### config.mk
export PLATFORM = sky130hd
export DESIGN_NAME = charge_dev_detector
export DESIGN_NICKNAME = d
export VERILOG_FILES = /design/src/rtl/chg_pkg.sv /design/src/rtl/chg_rst_sync.sv /design/src/rtl/chg_accum.sv /design/src/rtl/chg_cmp.sv /design/src/rtl/chg_ctrl.sv /design/src/rtl/charge_dev_detector.sv
export SDC_FILE = /design/constraint.sdc
export NUM_CORES = 1
export LEC_CHECK = 0
export ABC_AREA = 0
export ABC_CLOCK_PERIOD_IN_PS = 7350
export BUFFER_PORTS_ARGS = -buffer_cell sky130_fd_sc_hd__buf_2
export CAP_MARGIN = 20
export CORE_UTILIZATION = 30
export CTS_BUF_LIST = sky130_fd_sc_hd__clkbuf_2 sky130_fd_sc_hd__clkbuf_4 sky130_fd_sc_hd__clkbuf_8
export CTS_CLUSTER_SIZE = 25
export DETAILED_ROUTE_END_ITERATION = 8
export PLACE_DENSITY = 0.47
export SYNTH_ARGS = -nofsm -noshare
export SYNTH_HDL_FRONTEND = slang
export SYNTH_HIERARCHICAL = 1
export SYNTH_SLANG_ARGS = --single-unit
### constraint.sdc
create_clock -name clk -period 7.35 [get_ports clk]
set_input_delay 2.205 -clock clk [delete_from_list [all_inputs] [get_ports clk]]
set_output_delay 2.205 -clock clk [all_outputs]
set_load 0.01 [all_outputs]
### src/rtl/chg_pkg.sv
package chg_pkg;

  typedef enum logic [1:0] {
    ST_IDLE = 2'd0,
    ST_RUN  = 2'd1,
    ST_HIT  = 2'd2,
    ST_DONE = 2'd3
  } run_st_e;

endpackage

### src/rtl/chg_rst_sync.sv
module chg_rst_sync #(
  parameter int STAGES = 2
) (
  input  logic clk,
  input  logic rst_n,
  output logic rst_sync_n
);

  logic [STAGES-1:0] sync_q;

  always_ff @(posedge clk or negedge rst_n) begin
    if (!rst_n) sync_q <= '0;
    else        sync_q <= {sync_q[STAGES-2:0], 1'b1};
  end

  assign rst_sync_n = sync_q[STAGES-1];

endmodule

### src/rtl/chg_accum.sv
module chg_accum #(
  parameter int SAMPLE_W = 12,
  parameter int ACC_W    = 28
) (
  input  logic                clk,
  input  logic                rst_n,
  input  logic                clr_i,
  input  logic                en_i,
  input  logic [SAMPLE_W-1:0] sample_i,
  output logic [ACC_W-1:0]    sum_next_o,
  output logic                sat_o
);

  localparam int EXT_W = ACC_W + 1;

  logic [ACC_W-1:0] sum_q, sum_d;
  logic             sat_q, sat_d;
  logic [EXT_W-1:0] raw;
  logic             carry;

  // saturating add of the incoming sample
  always_comb begin
    raw        = {1'b0, sum_q} + EXT_W'(sample_i);
    carry      = raw[ACC_W];
    sum_next_o = carry ? {ACC_W{1'b1}} : raw[ACC_W-1:0];
  end

  always_comb begin
    sum_d = sum_q;
    sat_d = sat_q;
    if (clr_i) begin
      sum_d = '0;
      sat_d = 1'b0;
    end else if (en_i) begin
      sum_d = sum_next_o;
      sat_d = sat_q | carry;
    end
  end

  always_ff @(posedge clk or negedge rst_n) begin
    if (!rst_n) begin
      sum_q <= '0;
      sat_q <= 1'b0;
    end else begin
      sum_q <= sum_d;
      sat_q <= sat_d;
    end
  end

  assign sat_o = sat_q;

endmodule

### src/rtl/chg_cmp.sv
module chg_cmp #(
  parameter int ACC_W = 28
) (
  input  logic [ACC_W-1:0] meas_sum_i,
  input  logic [ACC_W-1:0] ref_sum_i,
  input  logic [ACC_W-1:0] thr_i,
  output logic             exceed_o
);

  logic signed [ACC_W+1:0] diff;
  logic signed [ACC_W+1:0] limit;

  always_comb begin
    diff     = $signed({2'b00, meas_sum_i}) - $signed({2'b00, ref_sum_i});
    limit    = $signed({2'b00, thr_i});
    exceed_o = diff > limit;
  end

endmodule

### src/rtl/chg_ctrl.sv
module chg_ctrl
  import chg_pkg::*;
#(
  parameter int CNT_W = 16
) (
  input  logic             clk,
  input  logic             rst_n,
  input  logic             clear_i,
  input  logic             start_i,
  input  logic             valid_i,
  input  logic             exceed_i,
  input  logic [CNT_W-1:0] total_i,
  output logic             accept_o,
  output run_st_e          state_o,
  output logic [CNT_W-1:0] idx_o
);

  run_st_e          st_q, st_d;
  logic [CNT_W-1:0] cnt_q, cnt_d;
  logic [CNT_W-1:0] idx_q, idx_d;
  logic [CNT_W:0]   cnt_inc;
  logic             last_pat;

  assign accept_o = (st_q == ST_RUN) & valid_i & ~clear_i & ~start_i;

  always_comb begin
    cnt_inc  = {1'b0, cnt_q} + 1'b1;
    last_pat = (total_i != '0) && (cnt_inc == {1'b0, total_i});
  end

  always_comb begin
    st_d  = st_q;
    cnt_d = cnt_q;
    idx_d = idx_q;
    if (clear_i) begin
      st_d  = ST_IDLE;
      cnt_d = '0;
      idx_d = '0;
    end else if (start_i) begin
      st_d  = ST_RUN;
      cnt_d = '0;
      idx_d = '0;
    end else if (accept_o) begin
      if (cnt_q != {CNT_W{1'b1}}) cnt_d = cnt_inc[CNT_W-1:0];
      if (exceed_i) begin
        st_d  = ST_HIT;
        idx_d = cnt_q;
      end else if (last_pat) begin
        st_d = ST_DONE;
      end
    end
  end

  always_ff @(posedge clk or negedge rst_n) begin
    if (!rst_n) begin
      st_q  <= ST_IDLE;
      cnt_q <= '0;
      idx_q <= '0;
    end else begin
      st_q  <= st_d;
      cnt_q <= cnt_d;
      idx_q <= idx_d;
    end
  end

  assign state_o = st_q;
  assign idx_o   = idx_q;

endmodule

### src/rtl/charge_dev_detector.sv
module charge_dev_detector
  import chg_pkg::*;
#(
  parameter int SAMPLE_W   = 12,
  parameter int HEADROOM   = 16,
  parameter int CNT_W      = 16,
  localparam int ACC_W     = SAMPLE_W + HEADROOM
) (
  input  logic                clk,
  input  logic                rst_n,
  input  logic                clear_i,
  input  logic                start_i,
  input  logic                sample_valid_i,
  input  logic [SAMPLE_W-1:0] meas_i,
  input  logic [SAMPLE_W-1:0] ref_i,
  input  logic [ACC_W-1:0]    threshold_i,
  input  logic [CNT_W-1:0]    pattern_total_i,
  output logic                busy_o,
  output logic                detected_o,
  output logic                done_o,
  output logic                overflow_o,
  output logic [CNT_W-1:0]    det_index_o
);

  localparam int NCH = 2;

  logic                rst_q_n;
  logic                accept;
  logic                acc_clr;
  logic                exceed;
  run_st_e             state;
  logic [SAMPLE_W-1:0] samp   [NCH];
  logic [ACC_W-1:0]    nxt    [NCH];
  logic                sat    [NCH];

  chg_rst_sync #(.STAGES(2)) u_rst (
    .clk        (clk),
    .rst_n      (rst_n),
    .rst_sync_n (rst_q_n)
  );

  assign samp[0] = meas_i;
  assign samp[1] = ref_i;
  assign acc_clr = clear_i | start_i;

  // channel 0 measured, channel 1 golden reference
  for (genvar g = 0; g < NCH; g++) begin : g_acc
    chg_accum #(.SAMPLE_W(SAMPLE_W), .ACC_W(ACC_W)) u_acc (
      .clk        (clk),
      .rst_n      (rst_q_n),
      .clr_i      (acc_clr),
      .en_i       (accept),
      .sample_i   (samp[g]),
      .sum_next_o (nxt[g]),
      .sat_o      (sat[g])
    );
  end

  chg_cmp #(.ACC_W(ACC_W)) u_cmp (
    .meas_sum_i (nxt[0]),
    .ref_sum_i  (nxt[1]),
    .thr_i      (threshold_i),
    .exceed_o   (exceed)
  );

  chg_ctrl #(.CNT_W(CNT_W)) u_ctrl (
    .clk      (clk),
    .rst_n    (rst_q_n),
    .clear_i  (clear_i),
    .start_i  (start_i),
    .valid_i  (sample_valid_i),
    .exceed_i (exceed),
    .total_i  (pattern_total_i),
    .accept_o (accept),
    .state_o  (state),
    .idx_o    (det_index_o)
  );

  assign busy_o     = (state == ST_RUN);
  assign detected_o = (state == ST_HIT);
  assign done_o     = (state == ST_DONE);
  assign overflow_o = sat[0] | sat[1];

endmodule

---- Word-level counts from Yosys, hierarchy flattened ----
Cells that the tools add are included.
operators by class
  add/subtract/negate cells ............... 4
  $lt $le $gt $ge ......................... 1
  equal/unequal tests ..................... 5
  muxes and demuxes ....................... 23
  bitwise operators ....................... 9
  reductions and logical operators ........ 10
operators with widths
  cell                   number
  $mux 28                6
  $mux 16                8
  $add 28x12->29         2
  $gt 30x29->1           1
  $sub 28x28->29         1
  $add 16x1->17 const B  1
  $eq 17x16->1           1
  $ne 16x16->1 const B   1
  $reduce_bool 16->1     1
  $mux 2                 5
  $reduce_bool 3->1      3
  $reduce_and 2->1       3
  $eq 2x2->1 const B     2
  $mux 1                 4
  $or 1x1->1             4
  $reduce_bool 4->1      1
  $and 1x1->1            3
  $eq 2x1->1 const B     1
  $not 1->1              2
  $reduce_bool 2->1      1
  $logic_and 1x1->1      1
storage, ports and cells
  register bits after elaboration ......... 94
  input bits .............................. 73
  output and inout bits ................... 20

---- Logic depth before layout (Yosys ltp) ----
  word-level depth ........................ 8
  mapped depth ............................ 34

---- Hierarchy ----
Netlist, hierarchy kept.
by module, submodules not included
  module                      instances  cells each  area an instance (sq um)
  chg_accum (g_acc[1].u_acc)  1          298         2484.9
  chg_accum (g_acc[0].u_acc)  1          309         2481.1
  chg_cmp                     1          309         2182.1
  chg_ctrl                    1          245         2095.8
  chg_rst_sync                1          3           53.8
  charge_dev_detector         1          5           35.0

---- Worst setup path after synthesis ----
No wires, ideal clock.
  path type ............................... input -> register
  start point ............................. input meas_i[0]
  end point ............................... register u_ctrl.idx_q[14] (netlist: u_ctrl/idx_o[14])
  arrival time ............................ 8.195 ns
  data required time ...................... 7.267 ns
  setup slack ............................. -0.928 ns
  stages .................................. 33
  buffers on the path ..................... 4
  cells stage by stage .................... ha_1 fa_1 a21o_1 a221oi_2 nor3_1 o21ai_1 clkbuf_1 buf_2 nand2_1 ha_1 a21oi_2 o22ai_2 a221oi_2 and3_1 o31a_1 a21oi_2 a211o_1 a21oi_2 xnor2_1 ha_1 nand4_1 nor2_1 nand3_1 nor3_1 a221oi_1 o21a_1 a31oi_1 o41a_1 and3_1 clkbuf_1 clkbuf_1 nand2_1 o21ai_0
RTL lines
  item                  line                       text
  start, declared       charge_dev_detector.sv:14  input logic [SAMPLE_W-1:0] meas_i,
  end signal, assigned  chg_ctrl.sv:62             idx_q <= idx_d;
  end, declared         chg_ctrl.sv:20             logic [CNT_W-1:0] idx_q, idx_d;

==> reports/metrics.cfg <==
[setup_path]
crit_top_cell=buf_4
critPathCaptureType=flop
startpoint_type=input pin
cp_slowest_stage_delay_ps=340
arrival_ps=8020
reg2reg_slack_ps=970
r2r_end=u_ctrl/state_o[1]$_DFFE_PN0P_
cp_slowest_cell=fa_2
cp_max_fo=5
timing.critical_path.from=meas_i[0]
reg2regPathDepth=31
r2r_start=g_acc[0].u_acc/sum_q[20]$_DFFE_PN0P_
worstSetupPathType=in -> reg
cp_data_required_time_ps=7630
endpoint=u_ctrl/state_o[1]$_DFFE_PN0P_

[synthesis]
synth_seq_cells=94
avgSynthCellArea_um2=7.983
ys_async_sr_fraction_pct=100.0
synth.net_count=1326
netlist_instances=1169
synth_ff_type=dfrtp_1
synth.distinct_cells=97
synth_top_cell_area_share_pct=25.20
yosys.area.top_type=dfrtp_1
synth_edf_count=0
synthTopCellsByArea=dfrtp_1 (25%), ha_1 (11%), nand2_1 (5.4%)
synth_area_um2=9333
yosysSeqAreaShare_pct=25.20
yosysWarnings=6

[sta]
relSlewSlack_pct=42.64
max_freq_mhz=129.3
rsz0062_at_grt=true
final_hold_viol_count=0
tightest_slew_ps=860.4
final.setup.worst_slack_ps=-381.8
min_period_ps=7732
final_max_slew_viol_count=0
finalSetupViolations=18
finClkSkew_ps=20.51
period_share_pct=105.2

[cells_and_area]
fin_cells=1846
drive_above_1_share_pct=31.45
area_growth_pct=33.69
antennaDiodeCount=0
nNetsFinal=1602
fillerInstances=3204
register_area_um2=2356
multi_input_area_um2=6809

[placement]
dp_hpwl_um=23210
dp_slack_ps=-868.1
place_inst=1805
io_buffers=92
gp_congestion=0.8502

[clock_tree]
root_buffer=clkbuf_8
cts_tree=built
clock_path_buffers=2
cts_sinks=94
htree_num_levels=3
clk-insertion-delay-late_ps=400
cts_buffers=9
ctsHoldBuffers=0
path_clk_slew_ps=120

[detailed_routing]
postRouteWirelength_um=30500
postRouteAntennaNets=0
routed_via_density=5.180
vias=9562
drt-initial-drc-count=469
drc=0
wl_per_cell_um=16.52
dr.pass1.iters=5

[pwr]
power_switching_share_pct=34.90
clkPwrFrac_pct=27.4
p_per_area_nw_per_um2=109.3
p_comb_share_pct=34.0
p_int_uw=887.5
power.leakage_uw=0.005763
switching_power_uw=475.7
ir_drop_mv=0.06607
seqPwrFrac_pct=38.6

[global_routing]
grt_pass1_vias=9049
antenna_found_initial=1
gr-total-overflow=0
track_usage_pct=19.27
grt_max_degree=61
grt_first_pass_wirelength_um=47970

[floorplanning]
io_pins=93
coreArea_um2=30590
row_count=64
die_x_um=178.4
start_util_pct=30.51
die_h_um=178.4
dieArea_um2=31820

[job]
drv_cap=0

[status]
violations=negative setup slack
status=complete, but fails checks

[min_path]
hp-class=reg -> async

-- flip-flops by register name, indices dropped and copies added, names as in the netlist --
register           count
g_acc.u_acc/sat_o      2
u_ctrl/idx_o          16
u_ctrl/state_o         2
u_rst/sync_q           2
u_ctrl/cnt_q          16
g_acc.u_acc/sum_q     56
-- worst min path at each step --
| stage | start | end | cells past startpoint | slack [ps] |
|---|---|---|---|---|
| final | u_rst/sync_q[1]$_DFF_PN0_ | u_ctrl/idx_o[4]$_DFFE_PN0P_ | 0 | 310 |
| after global routing | u_rst/sync_q[1]$_DFF_PN0_ | u_ctrl/idx_o[4]$_DFFE_PN0P_ | 0 | 350 |
| after CTS | u_rst/sync_q[1]$_DFF_PN0_ | g_acc[0].u_acc/sum_q[24]$_DFFE_PN0P_ | 0 | 330 |
| after detailed placement | u_rst/sync_q[1]$_DFF_PN0_ | g_acc[0].u_acc/sum_q[25]$_DFFE_PN0P_ | 0 | 320 |
| after global placement | u_rst/sync_q[1]$_DFF_PN0_ | g_acc[0].u_acc/sum_q[19]$_DFFE_PN0P_ | 0 | 320 |
| after floorplan | u_rst/sync_q[0]$_DFF_PN0_ | u_rst/sync_q[1]$_DFF_PN0_ | 0 | 330 |
-- logic make-up (layout without fill, tap and decap cells) --
group,Yosys count,after routing,synth area share [%]
multiplexers,8,8,0.9250
adder cells (fa/ha/maj),84,84,11.50
AO/OA/AOI/OAI,349,349,26.63
other,1,1,0.04018
XOR/XNOR,76,76,7.132
buffers and inverters,144,425,6.596
AND/OR/NAND/NOR,413,413,21.97
flip-flops,94,94,25.20
-- per-stage QoR --
| stage | instance area (µm²) | power (µW) | hold WS [ps] | TNS [ps] | utilization [%] |
|---|---|---|---|---|---|
| 4_1_cts | 12240 | 1365 | 335.0 | -3322 | 40.00 |
| 6_report | 12480 | 1363 | 311.1 | -5652 | 40.79 |
| 5_1_grt | 12480 | 1452 | 351.9 | -12150 | 40.79 |
| 3_3_place_gp | 11700 | 953.9 | 315.2 | -11980 | 38.24 |
| 2_1_floorplan | 9513 | 789.2 | 331.2 | -3975 | - |
| 3_5_place_dp | 11700 | 954.6 | 323.7 | -14890 | 38.24 |
-- worst max-delay path: cells and delay by family --
kind / cells / cell delay [ps]
AOI/OAI and AO/OA: 17 / 2920
adders and majority gates: 4 / 1030
buffers and inverters: 7 / 900
and+or+nand+nor: 5 / 690
xor gates and xnor gates: 2 / 250
-- cells in the mapped netlist (7+ instances only) --
library cell / number
a211oi_1: 12
a21o_1: 18
a21oi_1: 78
a311oi_1: 39
a31oi_1: 17
and2_1: 10
and3_1: 14
and4_1: 7
buf_2: 19
clkbuf_1: 25
dfrtp_1: 94
ha_1: 81
inv_1: 90
nand2_1: 135
nand2b_1: 13
nand3_1: 35
nand4_1: 22
nor2_1: 98
nor2b_1: 10
nor3_1: 28
nor4_1: 7
o21a_1: 16
o21ai_0: 64
o21ai_1: 20
xnor2_1: 53
xor2_1: 23
-- cell usage in the layout (no fill, tap or decap), drive strengths merged, types with 18 or more instances in the layout --
cell,count
buf,316
nand2,136
nor2,99
inv,97
dfrtp,94
o21ai,84
a21oi,83
ha,81
xnor2,53
a311oi,40
nand3,37
nor3,31
nand4,24
xor2,23
a21o,19
a31oi,18
-- power by group through the flow --
stage | clock, µW | sequential [µW] | combinational, µW
3_5_place_dp | 0 | 536 | 418
5_1_grt | 410 | 527 | 515
2_1_floorplan | 0 | 538 | 251
4_1_cts | 389 | 526 | 450
3_3_place_gp | 0 | 536 | 418
6_report | 374 | 526 | 464
-- layout make-up --
type | instances | area share, %
clock buffers | 9 | 0.9928
clock inverters | 7 | 0.5515
inverters | 90 | 2.708
multi-input cells | 931 | 54.57
flip-flops and latches | 94 | 18.88
well taps | 396 | 3.971
repair buffers | 319 | 18.32
-- routing by layer --
| metal | vias to the layer above | track usage, % | share of wire, % |
|---|---|---|---|
| li1 | 4813 | - | - |
| met1 | 4518 | 26.54 | 47 |
| met2 | 207 | 32.25 | 48 |
| met3 | 22 | 2.302 | 3.6 |
| met4 | 2 | 3.743 | 1.1 |
| met5 | - | 0 | 0.026 |
-- timing repair --
| item | 4_1_cts | 5_1_grt |
|---|---|---|
| endpoints found under the setup margin | 18 | 18 |
| buffers inserted | 10 | 9 |
| pin swaps | 25 | 41 |
| cloned | 3 | 3 |
| resized for setup | 52 | 39 |
(Power assumes the default switching activity.)
